`src/rtl/sbl_pkg.sv`:
```
package sbl_pkg;
  localparam int DATA_W = 32;
  localparam int BYTE_W = 8;
  localparam int IDX_W  = 4;

  typedef enum logic [2:0] {
    OUT_LOAD    = 3'd0,
    OUT_SKIP    = 3'd1,
    OUT_UNPRED  = 3'd2,
    OUT_UNDEF   = 3'd3,
    OUT_NOMATCH = 3'd4,
    OUT_LIT     = 3'd5,
    OUT_UNPRIV  = 3'd6,
    OUT_PRELOAD = 3'd7
  } outcome_e;

  typedef struct packed {
    logic [IDX_W-1:0]  rn;
    logic [IDX_W-1:0]  rt;
    logic [DATA_W-1:0] imm;
    logic              index;
    logic              add;
    logic              wback;
  } acc_t;

  function automatic logic [DATA_W-1:0] offset_of(input logic [DATA_W-1:0] base,
                                                  input logic [DATA_W-1:0] imm,
                                                  input logic add);
    return add ? (base + imm) : (base - imm);
  endfunction

  function automatic logic [DATA_W-1:0] pick_addr(input logic [DATA_W-1:0] base,
                                                  input logic [DATA_W-1:0] off,
                                                  input logic index);
    return index ? off : base;
  endfunction

  function automatic logic [DATA_W-1:0] sext_byte(input logic [BYTE_W-1:0] b);
    return {{(DATA_W-BYTE_W){b[BYTE_W-1]}}, b};
  endfunction
endpackage

```
`src/rtl/sbl_decode.sv`:
```
module sbl_decode
  import sbl_pkg::*;
(
  input  logic [31:0] insn,
  input  logic        mixed_isa,
  input  logic        cond_pass,
  output outcome_e    kind,
  output acc_t        acc
);
  logic fx_hit, m1_hit, m2_hit, any_hit;
  logic p_b, u_b, w_b;
  logic rn15, rt15, same_reg;

  assign fx_hit = !mixed_isa && (insn[31:28] != 4'hF) && (insn[27:25] == 3'b000)
                  && insn[22] && insn[20] && (insn[7:4] == 4'b1101);
  assign m1_hit = mixed_isa && (insn[31:20] == 12'hF99);
  assign m2_hit = mixed_isa && (insn[31:20] == 12'hF91) && insn[11];
  assign any_hit = fx_hit || m1_hit || m2_hit;

  always_comb begin
    if (m1_hit) begin
      p_b = 1'b1; u_b = 1'b1; w_b = 1'b0;
    end else if (m2_hit) begin
      p_b = insn[10]; u_b = insn[9]; w_b = insn[8];
    end else begin
      p_b = insn[24]; u_b = insn[23]; w_b = insn[21];
    end
  end

  always_comb begin
    acc.rn    = insn[19:16];
    acc.rt    = insn[15:12];
    acc.index = p_b;
    acc.add   = u_b;
    if (m1_hit) begin
      acc.imm   = {{(DATA_W-12){1'b0}}, insn[11:0]};
      acc.wback = 1'b0;
    end else if (m2_hit) begin
      acc.imm   = {{(DATA_W-8){1'b0}}, insn[7:0]};
      acc.wback = w_b;
    end else begin
      acc.imm   = {{(DATA_W-8){1'b0}}, insn[11:8], insn[3:0]};
      acc.wback = !p_b || w_b;
    end
  end

  assign rn15     = (insn[19:16] == 4'hF);
  assign rt15     = (insn[15:12] == 4'hF);
  assign same_reg = (insn[19:16] == insn[15:12]);

  // Priority: unmatched, redirects, undefined, condition, unpredictable.
  always_comb begin
    if (!any_hit)                                         kind = OUT_NOMATCH;
    else if (m1_hit && rt15)                              kind = OUT_PRELOAD;
    else if (m2_hit && rt15 && p_b && !u_b && !w_b)       kind = OUT_PRELOAD;
    else if (rn15)                                        kind = OUT_LIT;
    else if (fx_hit && !p_b && w_b)                       kind = OUT_UNPRIV;
    else if (m2_hit && p_b && u_b && !w_b)                kind = OUT_UNPRIV;
    else if (m2_hit && !p_b && !w_b)                      kind = OUT_UNDEF;
    else if (!cond_pass)                                  kind = OUT_SKIP;
    else if ((fx_hit && rt15) || (m2_hit && rt15 && w_b) || (acc.wback && same_reg))
                                                          kind = OUT_UNPRED;
    else                                                  kind = OUT_LOAD;
  end
endmodule

```
`src/rtl/sbl_agen.sv`:
```
module sbl_agen
  import sbl_pkg::*;
(
  input  logic [DATA_W-1:0] base,
  input  acc_t              acc,
  output logic [DATA_W-1:0] off_addr,
  output logic [DATA_W-1:0] acc_addr
);
  assign off_addr = offset_of(base, acc.imm, acc.add);
  assign acc_addr = pick_addr(base, off_addr, acc.index);
endmodule

```
`src/rtl/sbl_ctrl.sv`:
```
module sbl_ctrl
  import sbl_pkg::*;
(
  input  logic              clk,
  input  logic              rst_n,
  input  logic              start,
  input  outcome_e          kind,
  input  logic [IDX_W-1:0]  rn,
  input  logic [IDX_W-1:0]  rt,
  input  logic              wback,
  input  logic [DATA_W-1:0] off_addr,
  input  logic [DATA_W-1:0] acc_addr,
  output logic              busy,
  output logic              mem_req,
  output logic [DATA_W-1:0] mem_addr,
  input  logic              mem_rsp_valid,
  input  logic [BYTE_W-1:0] mem_rsp_data,
  output logic              dst_we,
  output logic [IDX_W-1:0]  dst_sel,
  output logic [DATA_W-1:0] dst_data,
  output logic              base_we,
  output logic [IDX_W-1:0]  wb_sel,
  output logic [DATA_W-1:0] wb_data,
  output logic              done,
  output logic [2:0]        outcome,
  output logic              unpred_flag
);
  typedef enum logic [1:0] {ST_IDLE, ST_MEM, ST_WB, ST_RET} st_e;

  st_e               state;
  outcome_e          out_q;
  logic [DATA_W-1:0] addr_q, off_q;
  logic [IDX_W-1:0]  rn_q, rt_q;
  logic              wb_q;
  logic [BYTE_W-1:0] byte_q;

  // Named events for the checks below.
  logic accept, go_mem, rsp_take;
  assign accept   = start && (state == ST_IDLE);
  assign go_mem   = accept && (kind == OUT_LOAD);
  assign rsp_take = (state == ST_MEM) && mem_rsp_valid;

  always_ff @(posedge clk or negedge rst_n) begin
    if (!rst_n) begin
      state  <= ST_IDLE;
      out_q  <= OUT_NOMATCH;
      addr_q <= '0;
      off_q  <= '0;
      rn_q   <= '0;
      rt_q   <= '0;
      wb_q   <= 1'b0;
      byte_q <= '0;
    end else begin
      case (state)
        ST_IDLE: if (accept) begin
          out_q  <= kind;
          addr_q <= acc_addr;
          off_q  <= off_addr;
          rn_q   <= rn;
          rt_q   <= rt;
          wb_q   <= wback;
          state  <= go_mem ? ST_MEM : ST_RET;
        end
        ST_MEM: if (rsp_take) begin
          byte_q <= mem_rsp_data;
          state  <= ST_WB;
        end
        ST_WB:   state <= ST_IDLE;
        default: state <= ST_IDLE;
      endcase
    end
  end

  assign busy        = (state != ST_IDLE);
  assign mem_req     = (state == ST_MEM);
  assign mem_addr    = addr_q;
  assign dst_we      = (state == ST_WB);
  assign dst_sel     = rt_q;
  assign dst_data    = sext_byte(byte_q);
  assign base_we     = (state == ST_WB) && wb_q;
  assign wb_sel      = rn_q;
  assign wb_data     = off_q;
  assign done        = (state == ST_WB) || (state == ST_RET);
  assign outcome     = out_q;
  assign unpred_flag = (state == ST_RET) && (out_q == OUT_UNPRED);

  p_req_hold_r10: assert property (@(posedge clk) disable iff (!rst_n)
    (mem_req && !mem_rsp_valid) |=> (mem_req && $stable(mem_addr)));

  p_wr_after_rsp_r9: assert property (@(posedge clk) disable iff (!rst_n)
    dst_we |-> $past(mem_req && mem_rsp_valid));

  p_wr_data_r9: assert property (@(posedge clk) disable iff (!rst_n)
    (mem_req && mem_rsp_valid) |=> (dst_we && dst_data == sext_byte($past(mem_rsp_data))));

  p_base_with_dst_r9: assert property (@(posedge clk) disable iff (!rst_n)
    base_we |-> (dst_we && done && outcome == OUT_LOAD));

  p_quiet_nonload_r6: assert property (@(posedge clk) disable iff (!rst_n)
    (done && outcome != OUT_LOAD) |-> (!dst_we && !base_we && !mem_req));

  p_single_retire_r11: assert property (@(posedge clk) disable iff (!rst_n)
    done |=> !done);

  p_flag_match_r6: assert property (@(posedge clk) disable iff (!rst_n)
    unpred_flag |-> (done && outcome == OUT_UNPRED));
endmodule

```
`src/rtl/sbyte_load_unit.sv`:
```
module sbyte_load_unit
  import sbl_pkg::*;
(
  input  logic        clk,
  input  logic        rst_n,
  input  logic        start,
  input  logic [31:0] insn,
  input  logic        mixed_isa,
  input  logic        cond_pass,
  output logic        busy,
  output logic [3:0]  rd_sel,
  input  logic [31:0] rd_val,
  output logic        mem_req,
  output logic [31:0] mem_addr,
  input  logic        mem_rsp_valid,
  input  logic [7:0]  mem_rsp_data,
  output logic        dst_we,
  output logic [3:0]  dst_sel,
  output logic [31:0] dst_data,
  output logic        base_we,
  output logic [3:0]  wb_sel,
  output logic [31:0] wb_data,
  output logic        done,
  output logic [2:0]  outcome,
  output logic        unpred_flag
);
  outcome_e          dec_kind;
  acc_t              dec_acc;
  logic [DATA_W-1:0] off_addr, acc_addr;

  sbl_decode u_dec (
    .insn      (insn),
    .mixed_isa (mixed_isa),
    .cond_pass (cond_pass),
    .kind      (dec_kind),
    .acc       (dec_acc)
  );

  assign rd_sel = dec_acc.rn;

  sbl_agen u_agen (
    .base     (rd_val),
    .acc      (dec_acc),
    .off_addr (off_addr),
    .acc_addr (acc_addr)
  );

  sbl_ctrl u_ctrl (
    .clk           (clk),
    .rst_n         (rst_n),
    .start         (start),
    .kind          (dec_kind),
    .rn            (dec_acc.rn),
    .rt            (dec_acc.rt),
    .wback         (dec_acc.wback),
    .off_addr      (off_addr),
    .acc_addr      (acc_addr),
    .busy          (busy),
    .mem_req       (mem_req),
    .mem_addr      (mem_addr),
    .mem_rsp_valid (mem_rsp_valid),
    .mem_rsp_data  (mem_rsp_data),
    .dst_we        (dst_we),
    .dst_sel       (dst_sel),
    .dst_data      (dst_data),
    .base_we       (base_we),
    .wb_sel        (wb_sel),
    .wb_data       (wb_data),
    .done          (done),
    .outcome       (outcome),
    .unpred_flag   (unpred_flag)
  );

  p_no_self_wb_r6: assert property (@(posedge clk) disable iff (!rst_n)
    (dst_we && base_we) |-> (dst_sel != wb_sel));

  p_req_needs_busy_r10: assert property (@(posedge clk) disable iff (!rst_n)
    mem_req |-> busy);
endmodule

```
`config.mk`:
```
export PLATFORM = sky130hd
export DESIGN_NAME = sbyte_load_unit
export DESIGN_NICKNAME = d
export VERILOG_FILES = /design/src/rtl/sbl_pkg.sv /design/src/rtl/sbl_decode.sv /design/src/rtl/sbl_agen.sv /design/src/rtl/sbl_ctrl.sv /design/src/rtl/sbyte_load_unit.sv
export SDC_FILE = /design/constraint.sdc
export NUM_CORES = 1
export LEC_CHECK = 0
export BUFFER_PORTS_ARGS = -buffer_cell sky130_fd_sc_hd__buf_2
export CAP_MARGIN = 20
export CORE_AREA = 4 4 123 125
export DETAILED_ROUTE_END_ITERATION = 8
export DIE_AREA = 0 0 127 129
export PLACE_DENSITY = 0.7
export SYNTH_ARGS = -nofsm -noshare
export SYNTH_HDL_FRONTEND = slang
export SYNTH_SLANG_ARGS = --single-unit
```
`constraint.sdc`:
```
create_clock -name clk -period 2.1 [get_ports clk]
set_input_delay 0.42 -clock clk [delete_from_list [all_inputs] [get_ports clk]]
set_output_delay 0.42 -clock clk [all_outputs]
set_load 0.01 [all_outputs]
```
# After elaboration in Yosys (flattened, before gate mapping)
# Index checks and enable logic that the tools add are counted.
# op_classes
n_addsub	2
mul	0
div	0
n_lt_le_gt_ge	0
eq_ne	13
shift	0
muxes	25
bitwise_logic	0
n_reduce_logical	45
# ops
operator	n
$mux W32	3
$add A32 B32 Y32	1
$sub A32 B32 Y32	1
$logic_and A1 B1 Y1	28
$eq A12 B12 Y1 const B	2
$mux W3	8
$eq A4 B4 Y1 const B	3
$mux W1	8
$mux W2	4
$mux W8	1
$logic_not A3 Y1	2
$logic_or A1 B1 Y1	6
$reduce_and A2 Y1	3
$eq A2 B2 Y1 const B	2
$eq A4 B4 Y1	1
$logic_not A1 Y1	4
$ne A2 B1 Y1 const B	2
$ne A4 B4 Y1 const B	1
$pmux W2 S2	1
$eq A3 B2 Y1 const B	1
$eq A2 B1 Y1 const B	1
$logic_not A2 Y1	1
$reduce_bool A2 Y1	1
# word_totals
reg_bits	86
latch_bits	0
ram_bits	0
romBits	0
inputBits	78
word_cells	93
mem_count	0

# Logic depth before layout (Yosys ltp)
# depth
depth_word	25
depth_mapped	19

# Modules after synthesis
# A second synthesis with hierarchy kept.
# hier_totals
hier_cells	699
hier_area_um2	6906.6
# by_module_without_submodules
module	instances	cells_per_inst	area_each_um2
sbl_ctrl	1	217	3443.3
sbl_agen	1	387	2788.9
sbl_decode	1	95	674.4

# Worst setup path after synthesis
# No wires, ideal clock.
# synth_timing
path_type	input-to-reg
start	in insn[26]
end	reg u_ctrl.addr_q[30] (netlist: u_ctrl.mem_addr[30])
setup_ps	129
t_arrival_ps	4393
setup_slack_ps	-2422
cell_stages	17
path_cell_list	or3b_4 > or4_4 > nor4_1 > o211ai_1 > nor2_1 > nor2_1 > a21o_1 > ha_1 > and2_1 > nor3b_1 > a221oi_2 > o21ai_1 > a311oi_1 > o21ai_1 > a311oi_1 > xor2_1 > o21ai_0
# synth_between
elab_chain_len	8
# synth_rtl
item	line	source
start, declared	sbyte_load_unit.sv:7	input logic [31:0] insn,
$eq A12 B12 Y1	sbl_decode.sv:17	assign m2_hit = mixed_isa && (insn[31:20] == 12'hF91) && insn[11];
$logic_and A1 B1 Y1 (2 in a row)	sbl_decode.sv:17	
$mux W8	sbl_decode.sv:38	end else if (m2_hit) begin
$mux W32	sbl_decode.sv:35	if (m1_hit) begin
$sub A32 B32 Y32 / $add A32 B32 Y32 (equally long branches)	sbl_pkg.sv:29	return add ? (base + imm) : (base - imm);
$mux W32	sbl_pkg.sv:29	
$mux W32 (*)	sbl_pkg.sv:35	return index ? off : base;
end signal, assigned	sbl_ctrl.sv:57	addr_q <= acc_addr;
end, declared	sbl_ctrl.sv:32	logic [DATA_W-1:0] addr_q, off_q;
# Mark *: on every way between the ends. The rest lies on a longest branch, timed or not.
# A chain may end at the register's enable or synchronous reset.

# Worst setup path in the final report
# layout_timing
start	in insn[25]
end	reg u_ctrl.off_q[31] (netlist: u_ctrl.wb_data[31])
# layout_between
elab_chain_len	7
# layout_rtl
item	line	source
$eq A12 B12 Y1	sbl_decode.sv:17	
$logic_and A1 B1 Y1 (2 in a row)	sbl_decode.sv:17	
$mux W8	sbl_decode.sv:38	
$mux W32	sbl_decode.sv:35	
$sub A32 B32 Y32 / $add A32 B32 Y32 (equally long branches)	sbl_pkg.sv:29	
$mux W32 (*)	sbl_pkg.sv:29	
end signal, assigned	sbl_ctrl.sv:58	off_q <= off_addr;
end, declared	sbl_ctrl.sv:32	
# Marks and branches as above.

==> run_results.csv <==
group,metric,value,unit
outcome,status,"complete, but fails checks",
outcome,violations,"setup timing",
sta,slew_violations,0,
sta,rsz0062_at_grt,"yes",
synthesis,ys_ff_latch,86,
clock_network,cts_tree,"yes",
job,drv_cap,0,
detailed_routing,drt_iter0_markers,279,
power_and_ir_drop,power_density,967,mW/mm2
synthesis,ys_seq_area_frac,0.357,
synthesis,yosys_warnings,0,
finish,final_cells,1242,
clock_network,htree_num_levels,3,
die,start_util,0.434,
finish,synthToLayoutAreaGrowth,60.5,%
finish,utilization,0.697,
global_route,antenna_found_initial,0,
worst_setup_path,worst_setup_path_start_kind,"input pin",
sta,fin_crit,4.07,ns
detailed_routing,dr.pass1.iters,5,
die,rows,43,
placement,place_hpwl,14500,um
synthesis,synth-edff-count,0,
clock_network,clockBufferDepth,2,
global_route,grt_max_degree,87,
finish,antenna_cells,0,
worst_setup_path,r2r_cells,4,
power_and_ir_drop,leakagePower,4.85,nW
sta,hold_viol,0,
clock_network,numCtsBuffers,9,
worst_setup_path,cp.required,2.33,ns
clock_network,root_buffer,"clkbuf_16",
global_route,grt_overflow,0,
synthesis,synth_area,0.00603,mm2
die,die_h,129,um
die,die_area,0.0164,mm2
worst_setup_path,crit_arrival,4.30,ns
sta,tightest_slew,0.694,ns
synthesis,ys_async_sr_fraction,1.00,
sta,setup_viol,64,
min_path,hp-class,"in2async",
clock_network,clk_pin_slew,0.06,ns
clock_network,clock_latency,0.35,ns
power_and_ir_drop,finalPower,9.35,mW
placement,gp_congestion,0.960,
synthesis,ys_types,70,
die,io_pins,195,
die,core_area,0.0139,mm2
clock_network,clock-sinks,86,
sta,finClkSkew,0.00452,ns
sta,slew_headroom,0.538,
global_route,track_usage,0.233,
synthesis,syn_nets,828,
power_and_ir_drop,peakVddDrop,0.529,mV
worst_setup_path,cp_max_fo,4,
synthesis,synth_area_per_cell,8.42,um2
sta,period_share,1.94,
finish,nNetsFinal,1169,
detailed_routing,via_per_inst,5.24,
detailed_routing,wl,20400,um
die,die_w,127,um
sta,fin_ws,-1.97,ns
detailed_routing,routed-via-count,6512,
worst_setup_path,end_kind,"register",
finish,layout_common_cells,"186 x buf_2, 167 x buf_4, 107 x nand2_1",
finish,final_common_cell,"buf_2",
synthesis,synthCells,716,
detailed_routing,drc_errors,0,
global_route,grt_pass1_wl,30900,um
clock_network,holdBufCountCts,0,
placement,portBuffers,194,
placement,place_inst,1190,
detailed_routing,postRouteAntennaNets,0,
synthesis,synthFlopType,"dfrtp_1",
finish,drive_gt1_frac,0.516,
worst_setup_path,crit_type,"in2reg",
global_route,grt_pass1_vias,6446,
detailed_routing,wl_per_cell,16.4,um
sta,max_freq,246,MHz
==> critical path: stages <==
cell and delay, ns:
buf_6 0.09, or3b_4 0.41, or4_4 0.53, nor4_4 0.18, o211ai_1 0.19, nor2b_2 0.19, xnor2_1 0.12, ha_1 0.32
a21oi_2 0.19, o22ai_2 0.11, a211oi_2 0.27, nand4b_1 0.19, buf_6 0.18, a211oi_4 0.29, o31a_1 0.16, and3_4 0.20
mux2i_2 0.20, nand2_1 0.07
==> layer usage <==
metal  vias up  global-route usage  part of all wire
met1      3103               0.284              0.40
met5         -                   0                 0
met4         0              0.0795             0.026
met2       192               0.409              0.52
met3        39              0.0502             0.055
li1       3178                   -                 -
==> cell families (layout without fill, tap and decap cells) <==
group                      Yosys count  count (layout)  synth area share
AOI/OAI and AO/OA                  196             196             0.192
xor gates and xnor gates            39              39            0.0567
adders and majority gates           34              34            0.0718
buffers and inverters               78             424            0.0677
DFF                                 86              86             0.357
muxes                               29              29            0.0519
and+or+nand+nor                    254             254             0.202
==> area by class of cell <==
class / count / area [um2]
Multi-Input combinational cell: 552 / 4280
Timing Repair Buffer: 389 / 2640
Sequential cell: 86 / 2150
Fill cell: 1082 / 4210
Clock buffer: 13 / 260
Inverter: 19 / 71.3
Clock inverter: 3 / 42.5
Tap cell: 180 / 225
==> worst paths after layout <==
kind                                          startpoint                        endpoint  slack (ns)
max                                             insn[25]  u_ctrl.wb_data[31]$_DFFE_PN0P_       -1.97
min                                                rst_n  u_ctrl.wb_data[20]$_DFFE_PN0P_        0.09
max reg2reg                  u_ctrl.state[0]$_DFFE_PN0P_  u_ctrl.wb_data[27]$_DFFE_PN0P_        0.38
min reg2reg                u_ctrl.dst_sel[1]$_DFFE_PN0P_   u_ctrl.dst_sel[1]$_DFFE_PN0P_        0.47
max in group asynchronous                          rst_n   u_ctrl.outcome[2]$_DFFE_PN1P_        1.61
min in group clk                           mem_rsp_valid     u_ctrl.state[0]$_DFFE_PN0P_        0.29
==> cells in the mapped netlist (3+ instances only) <==
| cell type | instances | area, um2 |
|---|---|---|
| mux2_2 | 14 | 158 |
| and3_1 | 7 | 43.8 |
| mux2i_1 | 14 | 140 |
| o21ai_0 | 62 | 310 |
| clkbuf_1 | 26 | 97.6 |
| ha_1 | 33 | 413 |
| a21o_1 | 17 | 128 |
| nand3_1 | 13 | 65.1 |
| a21oi_1 | 60 | 300 |
| nor3_1 | 7 | 35.0 |
| o21a_1 | 3 | 22.5 |
| o21bai_1 | 4 | 30.0 |
| nand2_1 | 112 | 420 |
| inv_1 | 18 | 67.6 |
| nor2_1 | 57 | 214 |
| o211ai_1 | 6 | 45.0 |
| nor2b_1 | 7 | 43.8 |
| and2_1 | 7 | 43.8 |
| a22oi_1 | 3 | 22.5 |
| o22ai_1 | 3 | 18.8 |
| nand2b_1 | 7 | 43.8 |
| a31oi_1 | 6 | 37.5 |
| xnor2_1 | 16 | 140 |
| nand4bb_1 | 3 | 33.8 |
| a211o_1 | 3 | 26.3 |
| nor4_1 | 6 | 37.5 |
| nand4_1 | 7 | 43.8 |
| dfrtp_1 | 85 | 2130 |
| buf_4 | 28 | 210 |
| xor2_1 | 23 | 201 |
| o21ai_1 | 12 | 60.1 |
==> per-stage QoR <==
stage | worst slack (ns) | hold WS [ns] | cell area (um2) | TNS [ns]
global route | -2.16 | 0.151 | 9670 | -98.86
floorplan | -2.11 | 0.124 | 6100 | -88.25
CTS | -1.88 | 0.129 | 9150 | -84.20
finish | -1.97 | 0.0921 | 9670 | -89.35
global placement | -2.30 | 0.451 | 8200 | -112.68
detailed placement | -2.40 | 0.457 | 8200 | -115.67
==> power by group <==
part | internal, mW | total [mW] | switching, mW
clock | 0.986 | 1.64 | 0.656
combinational | 2.22 | 4.84 | 2.61
sequential | 2.44 | 2.87 | 0.438
total | 5.65 | 9.35 | 3.70
==> flip-flops by register name (all words and copies together), names as in the netlist <==
signal,flops
u_ctrl.mem_addr,32
u_ctrl.wb_data,32
u_ctrl.byte_q,8
u_ctrl.dst_sel,4
u_ctrl.wb_sel,4
u_ctrl.outcome,3
u_ctrl.state,2
u_ctrl.wb_q,1
==> timing repair <==
item                                    CTS  global route
gates resized for setup                 131            76
endpoints found under the setup margin   64            67
gates cloned                              0             2
setup buffers                            18            19
pin swaps                                85            68
Note: power is estimated with default switching activity, not from simulation.
